## src/rtl/sio_pkg.sv

```systemverilog
package sio_pkg;
    typedef struct packed {
        logic sel_lo_n;
        logic sel_hi;
        logic mode;
        logic strobe;
        logic clear_n;
    } ctl_t;

    localparam int unsigned CTL_W = $bits(ctl_t);
    localparam ctl_t CTL_IDLE = '{sel_lo_n: 1'b1, sel_hi: 1'b0, mode: 1'b0,
                                  strobe: 1'b0, clear_n: 1'b1};
endpackage

```

## src/rtl/sio_sync.sv

```systemverilog
module sio_sync #(
    parameter int unsigned W       = 1,
    parameter int unsigned STAGES  = 2,
    parameter logic [W-1:0] RST_VAL = '0
) (
    input  logic         clk,
    input  logic         rst_n,
    input  logic [W-1:0] in_async,
    output logic [W-1:0] out_sync
);
    logic [W-1:0] chain_d [STAGES];
    logic [W-1:0] chain_q [STAGES];

    always_comb begin
        chain_d[0] = in_async;
        for (int i = 1; i < STAGES; i++) chain_d[i] = chain_q[i-1];
    end

    always_ff @(posedge clk) begin
        for (int i = 0; i < STAGES; i++) begin
            if (!rst_n) chain_q[i] <= RST_VAL;
            else        chain_q[i] <= chain_d[i];
        end
    end

    assign out_sync = chain_q[STAGES-1];
endmodule

```

## src/rtl/sio_latch.sv

```systemverilog
module sio_latch #(
    parameter int unsigned DATA_W = 8
) (
    input  logic              clk,
    input  logic              rst_n,
    input  logic              gate,
    input  logic              clear_n,
    input  logic [DATA_W-1:0] din,
    output logic [DATA_W-1:0] dout
);
    typedef struct packed {
        logic [DATA_W-1:0] val;
    } lat_t;

    lat_t st_d, st_q;

    always_comb begin
        st_d = st_q;
        if (gate)          st_d.val = din;
        else if (!clear_n) st_d.val = '0;
    end

    always_ff @(posedge clk) begin
        if (!rst_n) st_q <= '0;
        else        st_q <= st_d;
    end

    assign dout = st_q.val;


    follow_chk: assert property (@(posedge clk) disable iff (!rst_n)
        $past(gate) |-> dout == $past(din));

    hold_chk: assert property (@(posedge clk) disable iff (!rst_n)
        ($past(!gate) && $past(clear_n)) |-> $stable(dout));

    clr_zero_chk: assert property (@(posedge clk) disable iff (!rst_n)
        ($past(!gate) && $past(!clear_n)) |-> dout == '0);
endmodule

```

## src/rtl/sio_req.sv

```systemverilog
module sio_req (
    input  logic clk,
    input  logic rst_n,
    input  logic strobe,
    input  logic selected,
    input  logic clear_n,
    output logic flag
);
    typedef struct packed {
        logic flag;
        logic strobe_prev;
    } req_t;

    req_t st_d, st_q;
    logic fall_edge;
    logic wipe;

    always_comb begin
        fall_edge = st_q.strobe_prev && !strobe;
        wipe      = selected || !clear_n;
        st_d             = st_q;
        st_d.strobe_prev = strobe;
        if (wipe)           st_d.flag = 1'b0;
        else if (fall_edge) st_d.flag = 1'b1;
    end

    always_ff @(posedge clk) begin
        if (!rst_n) st_q <= '0;
        else        st_q <= st_d;
    end

    assign flag = st_q.flag;


    edge_set_chk: assert property (@(posedge clk) disable iff (!rst_n)
        $past(fall_edge && !wipe) |-> flag);

    sel_wipe_chk: assert property (@(posedge clk) disable iff (!rst_n)
        $past(selected) |-> !flag);

    clr_wipe_chk: assert property (@(posedge clk) disable iff (!rst_n)
        $past(!clear_n) |-> !flag);
endmodule

```

## src/rtl/strobed_io_port.sv

```systemverilog
module strobed_io_port #(
    parameter int unsigned DATA_W      = 8,
    parameter int unsigned SYNC_STAGES = 2
) (
    input  logic              clk,
    input  logic              rst_n,
    input  logic [DATA_W-1:0] data_in,
    input  logic              sel_lo_n,
    input  logic              sel_hi,
    input  logic              out_mode,
    input  logic              strobe,
    input  logic              clear_n,
    output logic [DATA_W-1:0] data_out,
    output logic              data_oe,
    output logic              irq_n
);
    import sio_pkg::*;

    typedef struct packed {
        logic sel;
        logic oe;
    } top_t;

    ctl_t              ctl_raw, ctl_s;
    logic [DATA_W-1:0] data_s;
    logic              sel_now;
    logic              gate;
    logic              flag;
    top_t              st_d, st_q;

    assign ctl_raw = '{sel_lo_n: sel_lo_n, sel_hi: sel_hi, mode: out_mode,
                       strobe: strobe, clear_n: clear_n};

    sio_sync #(.W(CTL_W), .STAGES(SYNC_STAGES), .RST_VAL(CTL_IDLE)) u_ctl_sync (
        .clk(clk), .rst_n(rst_n), .in_async(ctl_raw), .out_sync(ctl_s));

    sio_sync #(.W(DATA_W), .STAGES(SYNC_STAGES), .RST_VAL('0)) u_data_sync (
        .clk(clk), .rst_n(rst_n), .in_async(data_in), .out_sync(data_s));

    always_comb begin
        sel_now = !ctl_s.sel_lo_n && ctl_s.sel_hi;
        gate    = ctl_s.mode ? sel_now : ctl_s.strobe;
        st_d.sel = sel_now;
        st_d.oe  = ctl_s.mode || sel_now;
    end

    always_ff @(posedge clk) begin
        if (!rst_n) st_q <= '0;
        else        st_q <= st_d;
    end

    sio_latch #(.DATA_W(DATA_W)) u_latch (
        .clk(clk), .rst_n(rst_n), .gate(gate), .clear_n(ctl_s.clear_n),
        .din(data_s), .dout(data_out));

    sio_req u_req (
        .clk(clk), .rst_n(rst_n), .strobe(ctl_s.strobe), .selected(sel_now),
        .clear_n(ctl_s.clear_n), .flag(flag));

    assign data_oe = st_q.oe;
    assign irq_n   = !(flag || st_q.sel);


    out_mode_oe_chk: assert property (@(posedge clk) disable iff (!rst_n)
        $past(ctl_s.mode) |-> data_oe);

    in_mode_off_chk: assert property (@(posedge clk) disable iff (!rst_n)
        $past(!ctl_s.mode && (ctl_s.sel_lo_n || !ctl_s.sel_hi)) |-> !data_oe);

    sel_irq_chk: assert property (@(posedge clk) disable iff (!rst_n)
        $past(sel_now) |-> !irq_n);

    rst_idle_chk: assert property (@(posedge clk)
        $past(!rst_n) |-> (irq_n && !data_oe && data_out == '0));
endmodule

```

## config.mk

```make
export PLATFORM = sky130hd
export DESIGN_NAME = strobed_io_port
export DESIGN_NICKNAME = d
export VERILOG_FILES = /design/src/rtl/sio_pkg.sv /design/src/rtl/sio_sync.sv /design/src/rtl/sio_latch.sv /design/src/rtl/sio_req.sv /design/src/rtl/strobed_io_port.sv
export SDC_FILE = /design/constraint.sdc
export NUM_CORES = 1
export LEC_CHECK = 0
export BUFFER_PORTS_ARGS = -buffer_cell sky130_fd_sc_hd__clkbuf_2
export CORE_MARGIN = 5
export CORE_UTILIZATION = 50
export CTS_CLUSTER_DIAMETER = 30
export DETAILED_ROUTE_END_ITERATION = 7
export PLACE_DENSITY = 0.74
export SETUP_SLACK_MARGIN = 0.4
export SYNTH_ARGS = -nofsm -noshare
export SYNTH_HDL_FRONTEND = slang
export SYNTH_HIERARCHICAL = 1
export SYNTH_SLANG_ARGS = --single-unit
```

## constraint.sdc

```tcl
create_clock -name clk -period 2.7 [get_ports clk]
set_input_delay 0.405 -clock clk [delete_from_list [all_inputs] [get_ports clk]]
set_output_delay 0.405 -clock clk [all_outputs]
set_load 0.05 [all_outputs]
```

==> flow_metrics.env, run 1 <==
export IMPL_status="finished clean"
export IMPL_vias_per_cell=4.22
export IMPL_h_tree_depth=2
export IMPL_ant_nets=0
export IMPL_path_clk_slew_ps=100
export IMPL_fp_dieW_um=59.5
export IMPL_io_pins=25
export IMPL_dr_pass1_iters=1
export IMPL_grt_pass1_vias=655
export IMPL_max_cap_viol_count=0
export IMPL_synth_seq_cells=38
export IMPL_fp_dieH_um=59.5
export IMPL_total_leakage_power_nw=0.591
export IMPL_cts_tree="built"
export IMPL_crit_path_top_delay_cell="dfxtp_1"
export IMPL_clock_sinks=38
export IMPL_slew_violations=0
export IMPL_timing_setup_tns_ps=0
export IMPL_yosysWarnings=6
export IMPL_crit_path_max_fanout=2
export IMPL_slowest_delay_ps=390
export IMPL_min_period_over_period=0.528
export IMPL_path_delay_family="flip-flops"
export IMPL_drive_gt1_frac=0.435
export IMPL_setup_viol=0
export IMPL_drc=0
export IMPL_tightest_slew_ps=591
export IMPL_grt_pass1_wl_mm=2.70
export IMPL_hold_buffers=0
export IMPL_whs_ps=248
export IMPL_crit_required_ps=2300
export IMPL_cts_buffers=5
export IMPL_setup_worst_path_class="reg2out"
export IMPL_multi_input_area_um2=429
export IMPL_pre_cts_slack_ps=1390
export IMPL_nets=145
export IMPL_syn_inst=102
export IMPL_period_needed_ps=1430
export IMPL_initial_core_util=0.508
export IMPL_synth_seq_area_share=0.622
export IMPL_rsz0062_at_grt="no"
export IMPL_gp_congestion=0.710
export IMPL_design_die_area_um2=3540
export IMPL_layout_commonest_cell="dfxtp_1"
export IMPL_fin_skew_ps=6.69
export IMPL_avgSynthCellArea_um2=12.0
export IMPL_grt_max_degree=40
export IMPL_post_cts_buffers=0
export IMPL_hold_path_class="in2reg"
export IMPL_syn_area_um2=1220
export IMPL_mostFrequentLayoutCells="dfxtp_1 (38), clkbuf_2 (24), and2_2 (14), and2_1 (10), nand3_1 (8)"
export IMPL_antennaDiodeCount=0
export IMPL_num_vias=679
export IMPL_area_delta_synth_final_pct=15.3
export IMPL_worst_slack_ps=1270
export IMPL_clockBufferDepth=2
export IMPL_cts_resized=0
export IMPL_peakVddDrop_v=0.000463
export IMPL_nFillCells=210
export IMPL_clockRootBuffer="clkbuf_4"
export IMPL_routedWlPerCell_um=9.75
export IMPL_grtUsageTotal=0.110
export IMPL_row_count=18
export IMPL_timing_critical_path_buf_inv=1
export IMPL_routed_wirelength_mm=1.57
export IMPL_hold_viol_final=0
export IMPL_crit_arrival_ps=1020
export IMPL_endpoint_kind="primary output"
export IMPL_start_kind="register"
export IMPL_clock_latency_ps=330
export IMPL_crit_chain="clkbuf_2"
export IMPL_drt_iter0_drc=0
export IMPL_ys_types=19
export IMPL_seq_area_um2=761
export IMPL_synth_nets=117
export IMPL_relSlewSlack=0.606
export IMPL_numPortBuffers=24
export IMPL_p_per_area_nw_per_um2=657
export IMPL_antenna_found_initial=0
export IMPL_grt_overflow=0
export IMPL_core_um2=2410
export IMPL_max_freq_mhz=701
[kinds of logic (layout without fill, tap and decap cells)]
group	Yosys count	in the layout	synth area share
buf+inv	4	33	0.0276
mux	1	1	0.0123
flops	38	38	0.622
simple gates	49	49	0.283
compound gates	10	10	0.0552
[metrics by stage]
step	area [um2]	util	total power (W)	cells
finish	1410	0.586	0.000927	161
global placement	1350	0.561	0.000651	153
detailed placement	1350	0.561	0.000653	153
global route	1410	0.586	0.000973	161
CTS	1410	0.586	0.000939	161
floorplan	1220	-	0.000638	102
[area by class of cell]
type,count,share of cell area
inverters,1,0.00266
flip-flops and latches,38,0.539
repair buffers,24,0.0851
well taps,30,0.0266
clock buffers,7,0.0390
multi-input cells,60,0.304
clock inverters,1,0.00355
[sequential cells by signal, indices dropped and copies added (netlist names)]
signal	cells
data_oe	1
u_data_sync/chain_q	16
u_ctl_sync/chain_q	10
u_latch/dout	8
u_req/st_q	1
st_q	1
u_req/flag	1
[final timing paths]
check                                       from                                   to  slack [ps]  depth (start not counted)
max                 u_latch/dout[1]$_SDFFE_PN0P_                          data_out[1]        1270                          1
min                                      clear_n  u_ctl_sync/chain_q[0][0]$_SDFF_PN1_         250                          2
min reg2reg  u_ctl_sync/chain_q[0][0]$_SDFF_PN1_  u_ctl_sync/chain_q[1][0]$_SDFF_PN1_         420                          1
max reg2reg  u_ctl_sync/chain_q[1][3]$_SDFF_PN0_         u_latch/dout[3]$_SDFFE_PN0P_        1560                          4
[cell usage after synthesis]
cell type,n,area [um2]
and2_2,14,105
nand2_1,1,3.75
buf_4,1,7.51
a211oi_2,1,12.5
inv_1,1,3.75
dfxtp_1,38,761
nand2b_4,2,27.5
mux2_4,1,15.0
nand2_4,1,11.3
and2_1,10,62.6
buf_6,2,22.5
nand2b_1,7,43.8
o21ai_1,6,30.0
nand2b_2,4,35.0
nor2b_4,1,13.8
nand3_1,8,40.0
o21ai_2,2,17.5
o21a_1,1,7.51
nor2_1,1,3.75
[worst register-to-register path, cell delays in order (launching register included)]
cell,delay [ps]
dfxtp_1,310
nor2b_4,130
mux2_4,320
nand2b_2,190
o21ai_1,120
[where the power goes]
part / switching [W] / total [W] / internal (W) / leakage (nW)
sequential: 0.00000595 / 0.000587 / 0.000581 / 0.312
clock: 0.000162 / 0.000288 / 0.000126 / 0.0353
combinational: 0.0000264 / 0.0000525 / 0.0000261 / 0.244
[metal layers]
metal  wire length [um]  global-route usage  vias to the layer above
met1                647               0.126                      276
met2                736               0.145                       21
met3                150              0.0436                        4
met5                  0                   0                        -
li1                   -                   -                      378
met4                 36               0.117                        0
Note: power is estimated with default switching activity, not from simulation.
==> run 2, diff against run 1 <==
==> constraint.sdc (replaced) <==
create_clock -name clk -period 1.4 [get_ports clk]
set_input_delay 0.21 -clock clk [delete_from_list [all_inputs] [get_ports clk]]
set_output_delay 0.21 -clock clk [all_outputs]
set_load 0.05 [all_outputs]
==> flow_metrics.env, run 2 (same netlist as run 1, synthesis figures left out) <==
export IMPL_design_die_area_um2=3540
export IMPL_max_cap_viol_count=0
export IMPL_min_period_over_period=0.792
export IMPL_grtUsageTotal=0.142
export IMPL_nFillCells=164
export IMPL_clockRootBuffer="clkbuf_4"
export IMPL_clockBufferDepth=2
export IMPL_routedWlPerCell_um=12.0
export IMPL_hold_path_class="in2reg"
export IMPL_drt_iter0_drc=13
export IMPL_path_clk_slew_ps=90
export IMPL_status="finished clean"
export IMPL_mostFrequentLayoutCells="dfxtp_1 (26), and2_2 (14), clkbuf_2 (14), buf_4 (13)"
export IMPL_crit_chain="nor2_2, buf_8"
export IMPL_fp_dieW_um=59.5
export IMPL_io_pins=25
export IMPL_initial_core_util=0.508
export IMPL_cts_buffers=5
export IMPL_slew_violations=0
export IMPL_start_kind="register"
export IMPL_h_tree_depth=2
export IMPL_crit_required_ps=1190
export IMPL_largest_reg_flops=16
export IMPL_stdcell_area_um2=1730
export IMPL_nets=159
export IMPL_peakVddDrop_v=0.000966
export IMPL_crit_arrival_ps=900
export IMPL_hold_viol_final=0
export IMPL_antenna_found_initial=0
export IMPL_timing_setup_tns_ps=0
export IMPL_hold_buffers=0
export IMPL_total_leakage_power_nw=0.726
export IMPL_setup_viol=0
export IMPL_path_delay_family="flip-flops"
export IMPL_p_per_area_nw_per_um2=1010
export IMPL_grt_pass1_wl_mm=3.65
export IMPL_layout_commonest_cell="dfxtp_1"
export IMPL_dr_pass1_iters=4
export IMPL_crit_path_top_delay_cell="dfxtp_1"
export IMPL_fin_skew_ps=8.36
export IMPL_relSlewSlack=0.754
export IMPL_period_needed_ps=1110
export IMPL_drive_gt1_frac=0.618
export IMPL_clock_latency_ps=310
export IMPL_worst_slack_ps=291
export IMPL_row_count=18
export IMPL_placed_cell_area_um2=1370
export IMPL_ant_nets=0
export IMPL_pre_cts_slack_ps=296
export IMPL_whs_ps=80.1
export IMPL_timing_critical_path_buf_inv=1
export IMPL_routed_wirelength_mm=2.09
export IMPL_dp_hpwl_mm=1.21
export IMPL_num_vias=773
export IMPL_vias_per_cell=4.44
export IMPL_gp_congestion=0.678
export IMPL_antennaDiodeCount=0
export IMPL_grt_max_degree=25
export IMPL_numPortBuffers=24
export IMPL_tightest_slew_ps=370
export IMPL_grt_overflow=0
export IMPL_crit_path_max_fanout=1
export IMPL_rsz0062_at_grt="yes"
export IMPL_max_freq_mhz=902
export IMPL_slowest_delay_ps=320
export IMPL_final_core_util=0.716
export IMPL_setup_worst_path_class="reg2out"
export IMPL_regMostFlops="u_data_sync/chain_q"
export IMPL_grt_pass1_vias=828
export IMPL_area_delta_synth_final_pct=41.0
export IMPL_endpoint_kind="primary output"
export IMPL_clock_sinks=38
export IMPL_core_um2=2410
export IMPL_cts_tree="built"
export IMPL_drc=0
export IMPL_fp_dieH_um=59.5
==> run 2: cell types whose count changed in the layout (fill, tap and decap cells not counted), sizes merged <==
cell / change
buf: +19
clkbuf: -6
clkinv: -1
mux2: +1
==> run 2: per-stage QoR <==
| step | power (W) | std cells |
|---|---|---|
| after global routing | 0.00185 | 174 |
| after detailed placement | 0.00127 | 155 |
| after CTS | 0.00176 | 170 |
| after floorplan | 0.00123 | 102 |
| after global placement | 0.00126 | 155 |
| final | 0.00175 | 174 |
==> run 2: per-layer routing <==
metal | part of all wire | track usage | vias to the layer above
met5 | 0 | 0 | -
met4 | 0 | 0.0388 | 0
met3 | 0.043 | 0.0523 | 0
met2 | 0.56 | 0.264 | 17
met1 | 0.40 | 0.146 | 347
li1 | - | - | 409
==> run 2: layout make-up <==
type                       instances  area (um2)  share of cell area
clock buffer                       7        45.0              0.0261
inverter                           1        3.75             0.00218
multi-input combinational         61         500               0.290
sequential                        38         781               0.453
tap                               30        37.5              0.0218
timing repair buffer              37         358               0.207
==> run 2: worst paths after layout <==
check | start | endpoint | slack [ps] | cells past startpoint
max reg2reg | u_ctl_sync/chain_q[1][3]$_SDFF_PN0_ | u_latch/dout[1]$_SDFFE_PN0P_ | 320 | 4
min reg2reg | u_ctl_sync/chain_q[0][4]$_SDFF_PN1_ | u_ctl_sync/chain_q[1][4]$_SDFF_PN1_ | 410 | 1
min | sel_lo_n | u_ctl_sync/chain_q[0][4]$_SDFF_PN1_ | 80 | 2
max | st_q[1]$_SDFF_PN0_ | irq_n | 290 | 2
==> run 2: what timing repair did <==
item / in CTS / in global routing
endpoints found under the hold margin: 0 / 0
buffers inserted: 7 / 4
pin swaps: 2 / 1
resized for setup: 43 / 13
gates cloned: 1 / 0
setup endpoints to repair: 18 / 18
==> run 2: power by group <==
| group | total (W) | internal [W] | leakage (nW) | switching [W] |
|---|---|---|---|---|
| combinational | 0.000134 | 0.0000742 | 0.382 | 0.0000596 |
| sequential | 0.00113 | 0.00112 | 0.319 | 0.0000148 |
| clock | 0.000483 | 0.000189 | 0.0254 | 0.000294 |
==> run 3, diff against run 2 <==
--- a/config.mk
+++ b/config.mk
@@ -7,10 +7,10 @@
 export LEC_CHECK = 0
 export BUFFER_PORTS_ARGS = -buffer_cell sky130_fd_sc_hd__clkbuf_2
 export CORE_MARGIN = 5
-export CORE_UTILIZATION = 50
+export CORE_UTILIZATION = 46
 export CTS_CLUSTER_DIAMETER = 30
 export DETAILED_ROUTE_END_ITERATION = 7
-export PLACE_DENSITY = 0.74
+export PLACE_DENSITY = 0.71
 export SETUP_SLACK_MARGIN = 0.4
 export SYNTH_ARGS = -nofsm -noshare
 export SYNTH_HDL_FRONTEND = slang
==> constraint.sdc (replaced) <==
create_clock -name clk -period 1 [get_ports clk]
set_input_delay 0.15 -clock clk [delete_from_list [all_inputs] [get_ports clk]]
set_output_delay 0.15 -clock clk [all_outputs]
set_load 0.05 [all_outputs]
==> flow_metrics.env, run 3 (same netlist as run 1, synthesis figures left out) <==
export IMPL_holdCritStartpoint="sel_lo_n"
export IMPL_switching_share=0.226
export IMPL_worst_slack_ps=-111
export IMPL_ff2ff_setup_slack_ps=-110
export IMPL_grt_overflow=0
export IMPL_drc=0
export IMPL_relSlewSlack=0.803
export IMPL_largest_reg_flops=16
export IMPL_combinationalPowerShare=0.081
export IMPL_cts_buffers=5
export IMPL_crit_arrival_ps=1380
export IMPL_h_tree_depth=2
export IMPL_period_needed_ps=1110
export IMPL_drt_iter0_drc=10
export IMPL_area_delta_synth_final_pct=48.4
export IMPL_tightest_slew_ps=295
export IMPL_setup_worst_path_class="reg2reg"
export IMPL_regMostFlops="u_data_sync/chain_q"
export IMPL_initial_core_util=0.489
export IMPL_slowest_delay_ps=330
export IMPL_start_kind="register"
export IMPL_setup_viol=17
export IMPL_path_clk_slew_ps=100
export IMPL_seqPwrFrac=0.634
export IMPL_p_clk_frac=0.285
export IMPL_layout_cells_non_filler=173
export IMPL_endpoint_kind="register"
export IMPL_grtUsageTotal=0.138
export IMPL_status="finished, violations left"
export IMPL_routedWlPerCell_um=12.7
export IMPL_min_period_over_period=1.11
export IMPL_whs_ps=-9.97
export IMPL_clock_sinks=38
export IMPL_clockRootBuffer="clkbuf_4"
export IMPL_p_sw_w=0.000560
export IMPL_numPortBuffers=24
export IMPL_grt_max_degree=21
export IMPL_vias_per_cell=4.64
export IMPL_clockBufferDepth=2
export IMPL_grt_pass1_wl_mm=3.53
export IMPL_intPower_w=0.00192
export IMPL_crit_chain="nor2b_4, mux2_4, nand2b_4, o21ai_2"
export IMPL_drive_gt1_frac=0.664
export IMPL_dr_pass1_iters=4
export IMPL_fp_dieH_um=61.6
export IMPL_clock_latency_ps=330
export IMPL_r2r_end="u_latch/dout[2]$_SDFFE_PN0P_"
export IMPL_core_um2=2500
export IMPL_dp_cells=157
export IMPL_regToRegStartpoint="u_ctl_sync/chain_q[1][3]$_SDFF_PN0_"
export IMPL_total_leakage_power_nw=0.753
export IMPL_dp_hpwl_mm=1.31
export IMPL_cts_tree="built"
export IMPL_max_freq_mhz=900
export IMPL_routed_wirelength_mm=2.20
export IMPL_layout_commonest_cell="dfxtp_1"
export IMPL_rr_worst_depth=4
export IMPL_io_pins=25
export IMPL_mostFrequentLayoutCells="dfxtp_1 (23), clkbuf_2 (14), and2_2 (13), and2_1 (10)"
export IMPL_num_vias=803
export IMPL_fp_dieW_um=61.6
export IMPL_ant_nets=0
export IMPL_row_count=18
export IMPL_timing_setup_tns_ps=-770
export IMPL_pre_cts_slack_ps=-116
export IMPL_slew_violations=0
export IMPL_hold_viol_final=1
export IMPL_gp_congestion=0.684
export IMPL_peakVddDrop_v=0.00126
export IMPL_antennaDiodeCount=0
export IMPL_antenna_found_initial=0
export IMPL_fin_skew_ps=5.50
export IMPL_violations="hold timing, setup timing"
export IMPL_crit_path_top_delay_cell="dfxtp_2"
export IMPL_hold_end="u_ctl_sync/chain_q[0][4]$_SDFF_PN1_"
export IMPL_crit_path_max_fanout=8
export IMPL_hold_path_class="in2reg"
export IMPL_p_per_area_nw_per_um2=1360
export IMPL_nets=158
export IMPL_max_cap_viol_count=0
export IMPL_design_die_area_um2=3790
export IMPL_min_path_cells=2
export IMPL_crit_required_ps=1270
export IMPL_grt_pass1_vias=806
export IMPL_rsz0062_at_grt="yes"
run 3: timing repair:
| action | 4_1_cts | 5_1_grt |
|---|---|---|
| gates resized for setup | 42 | 7 |
| gates cloned | 1 | 0 |
| setup endpoints to repair | 22 | 22 |
| buffers inserted | 7 | 1 |
| pin swaps | 3 | 4 |
| hold endpoints to repair | 2 | 2 |
run 3: metal layers:
layer,vias to the layer above,global-route usage,routed length [um]
li1,408,-,-
met1,365,0.145,839
met2,24,0.224,1160
met3,6,0.0461,118
met4,0,0.109,77
met5,-,0,0
run 3: through the flow:
stage                util  cell area (um2)  total power, W  hold WS (ps)
finish              0.726             1820         0.00248         -9.97
CTS                 0.715             1790         0.00250         -24.5
floorplan               -             1270         0.00171           223
detailed placement  0.578             1450         0.00177           335
global route        0.726             1820         0.00260         -25.3
global placement    0.578             1450         0.00176           332
run 3: how the worst max path moves through the flow:
stage	from	slack (ps)	cells after the start	end
finish	u_ctl_sync/chain_q[1][3]$_SDFF_PN0_	-110	4	u_latch/dout[2]$_SDFFE_PN0P_
global route	u_ctl_sync/chain_q[1][3]$_SDFF_PN0_	-170	4	u_latch/dout[2]$_SDFFE_PN0P_
CTS	st_q[1]$_SDFF_PN0_	-110	2	irq_n
detailed placement	u_ctl_sync/chain_q[1][3]$_SDFF_PN0_	-120	4	u_latch/dout[7]$_SDFFE_PN0P_
global placement	u_ctl_sync/chain_q[1][3]$_SDFF_PN0_	-60	4	u_latch/dout[4]$_SDFFE_PN0P_
floorplan	u_ctl_sync/chain_q[1][3]$_SDFF_PN0_	-90	5	u_latch/dout[0]$_SDFFE_PN0P_
run 3: worst max-delay path, delay by kind of cell, from the launching register on:
family          cells  cell delay (ps)
compound gates      1              130
simple gates        2              290
mux                 1              300
flops               1              330
run 3: layout make-up:
| type | count | area (um2) |
|---|---|---|
| inverters | 1 | 3.75 |
| clock buffers | 5 | 37.5 |
| flip-flops and latches | 38 | 802 |
| clock inverters | 2 | 10.0 |
| multi-input cells | 61 | 514 |
| well taps | 30 | 37.5 |
| fillers | 169 | 684 |
| repair buffers | 36 | 410 |
run 3: power by group through the flow:
stage / logic, W / registers [W] / clock network [W]
after floorplan: 0.0000919 / 0.00161 / 0
after global placement: 0.000158 / 0.00160 / 0
after detailed placement: 0.000163 / 0.00160 / 0
after CTS: 0.000196 / 0.00157 / 0.000730
after global routing: 0.000220 / 0.00158 / 0.000802
final: 0.000202 / 0.00157 / 0.000705
